## config.mk

```make
export PLATFORM = sky130hd
export DESIGN_NAME = pq_top
export DESIGN_NICKNAME = d
export VERILOG_FILES = /design/src/rtl/pq_pkg.sv /design/src/rtl/pq_input_stage.sv /design/src/rtl/pq_steer.sv /design/src/rtl/pq_decode_stage.sv /design/src/rtl/pq_top.sv
export SDC_FILE = /design/constraint.sdc
export NUM_CORES = 1
export LEC_CHECK = 0
export ABC_AREA = 1
export BUFFER_PORTS_ARGS = -buffer_cell sky130_fd_sc_hd__buf_2
export CAP_MARGIN = 10
export CORE_ASPECT_RATIO = 1.75
export CORE_MARGIN = 10
export CORE_UTILIZATION = 50
export CTS_CLUSTER_DIAMETER = 200
export DETAILED_ROUTE_END_ITERATION = 10
export GPL_ROUTABILITY_DRIVEN = 1
export PLACE_DENSITY = 0.77
export SYNTH_ARGS = -nofsm -noshare
export SYNTH_HDL_FRONTEND = slang
export SYNTH_SLANG_ARGS = --single-unit
export TNS_END_PERCENT = 5
```

## constraint.sdc

```tcl
create_clock -name clk -period 1.75 [get_ports clk]
set_input_delay 0.4375 -clock clk [delete_from_list [all_inputs] [get_ports clk]]
set_output_delay 0.4375 -clock clk [all_outputs]
set_load 0.02 [all_outputs]
```

## src/rtl/pq_pkg.sv

```systemverilog
package pq_pkg;

  // Source chosen to refill the decode register
  typedef enum logic [1:0] {
    FILL_NONE = 2'd0,
    FILL_PRIM = 2'd1,
    FILL_SEC  = 2'd2
  } fill_sel_e;

endpackage

```

## src/rtl/pq_input_stage.sv

```systemverilog
module pq_input_stage #(
  parameter int W = 16
) (
  input  logic           clk,
  input  logic           rst_n,
  input  logic           flush,
  input  logic           load,
  input  logic           load_wide,
  input  logic [2*W-1:0] load_data,
  input  logic           take_prim,
  input  logic           take_sec,
  output logic           prim_v,
  output logic [W-1:0]   prim_w,
  output logic           sec_v,
  output logic [W-1:0]   sec_w
);

  localparam int DW = 2 * W;

  logic [W-1:0] hi_half;
  logic [W-1:0] lo_half;

  assign hi_half = load_data[DW-1:W];
  assign lo_half = load_data[W-1:0];

  // Primary holding register
  always_ff @(posedge clk or negedge rst_n) begin
    if (!rst_n) begin
      prim_v <= 1'b0;
      prim_w <= '0;
    end else begin
      if (flush || take_prim) prim_v <= 1'b0;
      if (load) begin
        prim_v <= 1'b1;
        prim_w <= load_wide ? hi_half : lo_half;
      end
    end
  end

  // Secondary holding register, only written by a pair
  always_ff @(posedge clk or negedge rst_n) begin
    if (!rst_n) begin
      sec_v <= 1'b0;
      sec_w <= '0;
    end else begin
      if (flush || take_sec) sec_v <= 1'b0;
      if (load && load_wide) begin
        sec_v <= 1'b1;
        sec_w <= lo_half;
      end
    end
  end

endmodule

```

## src/rtl/pq_steer.sv

```systemverilog
module pq_steer
  import pq_pkg::*;
#(
  parameter int W = 16
) (
  input  logic         need_fill,
  input  logic         flush,
  input  logic         prim_v,
  input  logic [W-1:0] prim_w,
  input  logic         sec_v,
  input  logic [W-1:0] sec_w,
  output fill_sel_e    sel,
  output logic         fill_v,
  output logic [W-1:0] fill_w,
  output logic         take_prim,
  output logic         take_sec
);

  // Fixed priority: primary before secondary
  always_comb begin
    sel = FILL_NONE;
    if (prim_v)     sel = FILL_PRIM;
    else if (sec_v) sel = FILL_SEC;
  end

  always_comb begin
    fill_v = 1'b0;
    fill_w = '0;
    unique case (sel)
      FILL_PRIM: begin fill_v = 1'b1; fill_w = prim_w; end
      FILL_SEC:  begin fill_v = 1'b1; fill_w = sec_w;  end
      default:   begin fill_v = 1'b0; fill_w = '0;     end
    endcase
  end

  assign take_prim = need_fill && !flush && (sel == FILL_PRIM);
  assign take_sec  = need_fill && !flush && (sel == FILL_SEC);

endmodule

```

## src/rtl/pq_decode_stage.sv

```systemverilog
module pq_decode_stage #(
  parameter int W = 16
) (
  input  logic         clk,
  input  logic         rst_n,
  input  logic         flush,
  input  logic         advance,
  input  logic         fill_v,
  input  logic [W-1:0] fill_w,
  output logic         need_fill,
  output logic         dec_v,
  output logic [W-1:0] dec_w,
  output logic         res_v,
  output logic [W-1:0] res_w
);

  logic adv_eff;

  assign adv_eff   = advance && dec_v;
  assign need_fill = !dec_v || adv_eff;

  // Decode register: first stage in use
  always_ff @(posedge clk or negedge rst_n) begin
    if (!rst_n) begin
      dec_v <= 1'b0;
      dec_w <= '0;
    end else if (flush) begin
      dec_v <= 1'b0;
    end else if (need_fill) begin
      dec_v <= fill_v;
      if (fill_v) dec_w <= fill_w;
    end
  end

  // Residual register: keeps the opcode during execution
  always_ff @(posedge clk or negedge rst_n) begin
    if (!rst_n) begin
      res_v <= 1'b0;
      res_w <= '0;
    end else if (flush) begin
      res_v <= 1'b0;
    end else if (adv_eff) begin
      res_v <= 1'b1;
      res_w <= dec_w;
    end
  end

endmodule

```

## src/rtl/pq_top.sv

```systemverilog
module pq_top #(
  parameter int W = 16
) (
  input  logic           clk,
  input  logic           rst_n,
  input  logic           fetch_valid,
  output logic           fetch_ready,
  input  logic           fetch_wide,
  input  logic [2*W-1:0] fetch_data,
  input  logic           flush,
  input  logic           advance,
  output logic           dec_valid,
  output logic [W-1:0]   dec_word,
  output logic           res_valid,
  output logic [W-1:0]   res_word
);

  import pq_pkg::*;

  logic          prim_v, sec_v;
  logic [W-1:0]  prim_w, sec_w;
  logic          need_fill, fill_v, take_prim, take_sec;
  logic [W-1:0]  fill_w;
  logic          accept;
  fill_sel_e     sel;

  assign fetch_ready = (!prim_v && !sec_v) || flush;
  assign accept      = fetch_valid && fetch_ready;

  pq_input_stage #(.W(W)) u_in (
    .clk       (clk),
    .rst_n     (rst_n),
    .flush     (flush),
    .load      (accept),
    .load_wide (fetch_wide),
    .load_data (fetch_data),
    .take_prim (take_prim),
    .take_sec  (take_sec),
    .prim_v    (prim_v),
    .prim_w    (prim_w),
    .sec_v     (sec_v),
    .sec_w     (sec_w)
  );

  pq_steer #(.W(W)) u_steer (
    .need_fill (need_fill),
    .flush     (flush),
    .prim_v    (prim_v),
    .prim_w    (prim_w),
    .sec_v     (sec_v),
    .sec_w     (sec_w),
    .sel       (sel),
    .fill_v    (fill_v),
    .fill_w    (fill_w),
    .take_prim (take_prim),
    .take_sec  (take_sec)
  );

  pq_decode_stage #(.W(W)) u_dec (
    .clk       (clk),
    .rst_n     (rst_n),
    .flush     (flush),
    .advance   (advance),
    .fill_v    (fill_v),
    .fill_w    (fill_w),
    .need_fill (need_fill),
    .dec_v     (dec_valid),
    .dec_w     (dec_word),
    .res_v     (res_valid),
    .res_w     (res_word)
  );

endmodule

```

==> flow_metrics.env <==
export IMPL_synth_warnings=0
export IMPL_path_buf_inv=1
export IMPL_dp_cells=522
export IMPL_place_hpwl_um=5001
export IMPL_grt_util_met2_pct=24.16
export IMPL_first_iter_violations=160
export IMPL_viasPerCell=4.758
export IMPL_antenna_cells=0
export IMPL_crit_required_ps=1310
export IMPL_worstSetupEndpointType="primary output"
export IMPL_drc=0
export IMPL_grt_pass1_wl_um=11500
export IMPL_path_cells="o21ai_4 > buf_4"
export IMPL_status="completed"
export IMPL_port_buffer_count=72
export IMPL_report_final_slew_viol_count=0
export IMPL_synth_top_cell_by_area="dfrtp_1"
export IMPL_synth_simple_area_share_pct=27.74
export IMPL_synth_cell_types=20
export IMPL_path_class="flip-flop to primary output"
export IMPL_powerDensity_mw_per_mm2=1208
export IMPL_clk_pin_slew_ps=70
export IMPL_gr_usage_met3_pct=4.263
export IMPL_top_usage_layer="met2"
export IMPL_grt_pass1_vias=2502
export IMPL_fin_crit_ps=1700
export IMPL_nets=495
export IMPL_slowest_delay_ps=440
export IMPL_p_leak_nw=2.110
export IMPL_total_power_mw=4.563
export IMPL_ys_ff_latch=68
export IMPL_holdBufCountCts=0
export IMPL_crit_arrival_ps=1260
export IMPL_maxClockFrequency_mhz=588.1
export IMPL_synth_xor_area_share_pct=0
export IMPL_rsz0062_at_grt="no"
export IMPL_max_slew_margin_pct=73.78
export IMPL_fin_ws_ps=49.56
export IMPL_pre_cts_ws_ps=252.0
export IMPL_crit_family="flip-flops"
export IMPL_routabilityCongestion=0.8025
export IMPL_syn_area_per_cell_um2=8.117
export IMPL_post_route_cells_drive_above_1_share_pct=23.59
export IMPL_syn_inst=384
export IMPL_io_pins=73
export IMPL_finalWirelength_um=6875
export IMPL_clkLatencyLatePin_ps=340
export IMPL_worstMarginPinSlew_ps=393.3
export IMPL_fin_crit_sh_pct=97.17
export IMPL_synth_compound_gate_area_share_pct=8.551
export IMPL_cts_htree_levels=3
export IMPL_gr_usage_met1_pct=15.71
export IMPL_ys_seq_area_share_pct=54.60
export IMPL_ant_nets=0
export IMPL_critPathSlowestCell="dfrtp_1"
export IMPL_finClkSkew_ps=5.505
export IMPL_async_flop_share_pct=100.0
export IMPL_whs_ps=96.53
export IMPL_fp_dieArea_mm2=0.009916
export IMPL_synth_edf_count=0
export IMPL_synthTopCellsByCount="nand2_1 (165), dfrtp_1 (68), o21ai_0 (47)"
export IMPL_hold_viol=0
export IMPL_num_rows=38
export IMPL_synth_top_family_by_area="simple AND/OR/NAND/NOR gates"
export IMPL_fin_setup_tns_ps=0
export IMPL_crit_path_start_kind="flip-flop"
export IMPL_max_cap_violations=0
export IMPL_cts_root_buf="clkbuf_8"
export IMPL_synth_flop_cell="dfrtp_1"
export IMPL_synthesis_area_mm2=0.003117
export IMPL_worstPathMaxFanout=6
export IMPL_design_core_area_mm2=0.006133
export IMPL_synth_nets=422
export IMPL_area_growth_pct=21.16
export IMPL_drtPass1Iterations=4
export IMPL_cts_path_max_buffers=2
export IMPL_track_usage_pct=14.28
export IMPL_synth_top_area_share_pct=54.60
export IMPL_wl_per_cell_um=12.68
export IMPL_overflow=0
export IMPL_yosysMostFrequentCell="nand2_1"
export IMPL_cts_tree="done"
export IMPL_final_setup_viol_count=0
export IMPL_die_w_um=79.68
export IMPL_clock_sinks=68
export IMPL_instances_no_fill=542
export IMPL_vias=2579
export IMPL_synth_mux_area_share_pct=0
export IMPL_ir_drop_mv=0.5386
export IMPL_cts_made_buffers=9
export IMPL_die_y_um=124.4
export IMPL_synth_area_leaders="dfrtp_1 (55%), nand2_1 (20%), o21ai_0 (7.5%), inv_1 (4.1%), nand4_1 (3.2%)"
export IMPL_hold_path_class="input pin to asynchronous set/reset pin"
export IMPL_synthAdderAreaFrac_pct=0
export IMPL_antenna_found_initial=0
export IMPL_grt_max_degree=69
export IMPL_start_util_pct=50.82
-- sequential cells by signal, summed over array words and instances (netlist names) --
signal and cells:
u_in.prim_w 16, u_dec.res_v 1, u_in.prim_v 1, u_dec.dec_w 16, u_in.sec_w 16, u_in.sec_v 1, u_dec.res_w 16, u_dec.dec_v 1
-- stage by stage --
stage          util (%)  area [um2]
2_1_floorplan         -        3117
3_3_place_gp      57.51        3527
3_5_place_dp      57.51        3527
4_1_cts           61.04        3744
5_1_grt           61.57        3776
6_report          61.57        3776
-- layout by cell type, fill, tap and decap left out --
cell       synthesis  final
bufinv_16          0      2
nor2_1             2      2
buf_12             0      2
nand4_1           16     16
nand3_4            1      1
o21ai_4            1      1
nor2_2             1      1
o21ai_0           47     47
nand3_1           17     17
inv_2              2      2
inv_4              1      1
o21ai_1            3      3
nand2_1          165    165
nand2_4            1      1
clkinv_2           0      3
inv_1             34     34
nand2_2            1      1
clkbuf_8           0     10
dfrtp_1           68     68
nor2_4             1      1
buf_2              9     71
buf_4              2     12
clkbuf_1           7      1
-- cells by family (layout without fill, tap and decap cells) --
| kind of cell | count (synthesis) | in the layout |
|---|---|---|
| compound gates | 51 | 51 |
| buf+inv | 60 | 138 |
| flops | 68 | 68 |
| simple gates | 205 | 205 |
-- worst reg2reg max path, stage by stage, from the launching register on --
cell	delay (ps)
dfrtp_1	440
o21ai_4	280
buf_4	160
buf_4	180
nand3_4	190
nand2_1	140
nand2_1	70
-- layer usage --
layer  vias up  part of all wire (%)
met3         7                   5.5
met5         -                     0
met1      1161                    43
met4         0                   1.5
met2        57                    50
li1       1354                     -
-- timing repair --
item	CTS	global route
resized for setup	0	1
setup endpoints to repair	0	1
buffers inserted	0	4
-- area by class of cell --
class,count,area (um2)
clock buffers,11,141.4
clock inverters,5,75.07
fillers,557,2357
inverters,37,141.4
multi-input cells,256,1131
flip-flops and latches,68,1702
well taps,80,100.1
repair buffers,85,485.5
-- power by group --
group / internal, mW / switching, mW / total [mW] / leakage, nW
clock network: 0.834 / 0.557 / 1.39 / 0.113
logic: 0.384 / 0.705 / 1.09 / 1.13
registers: 1.89 / 0.194 / 2.08 / 0.870
-- final timing paths --
kind	from	to	slack [ps]	depth (start not counted)
max	u_in.sec_v$_DFFE_PN0P_	fetch_ready	50	2
min	rst_n	u_dec.dec_w[1]$_DFFE_PN0P_	100	2
max reg2reg	u_in.sec_v$_DFFE_PN0P_	u_in.sec_w[5]$_DFFE_PN0P_	180	6
min reg2reg	u_in.sec_w[4]$_DFFE_PN0P_	u_in.sec_w[4]$_DFFE_PN0P_	480	2
max in group asynchronous	rst_n	u_dec.res_w[12]$_DFFE_PN0P_	1360	2
min in group clk	fetch_data[12]	u_in.sec_w[12]$_DFFE_PN0P_	370	3
No activity file was read; power rests on OpenSTA's default activity.
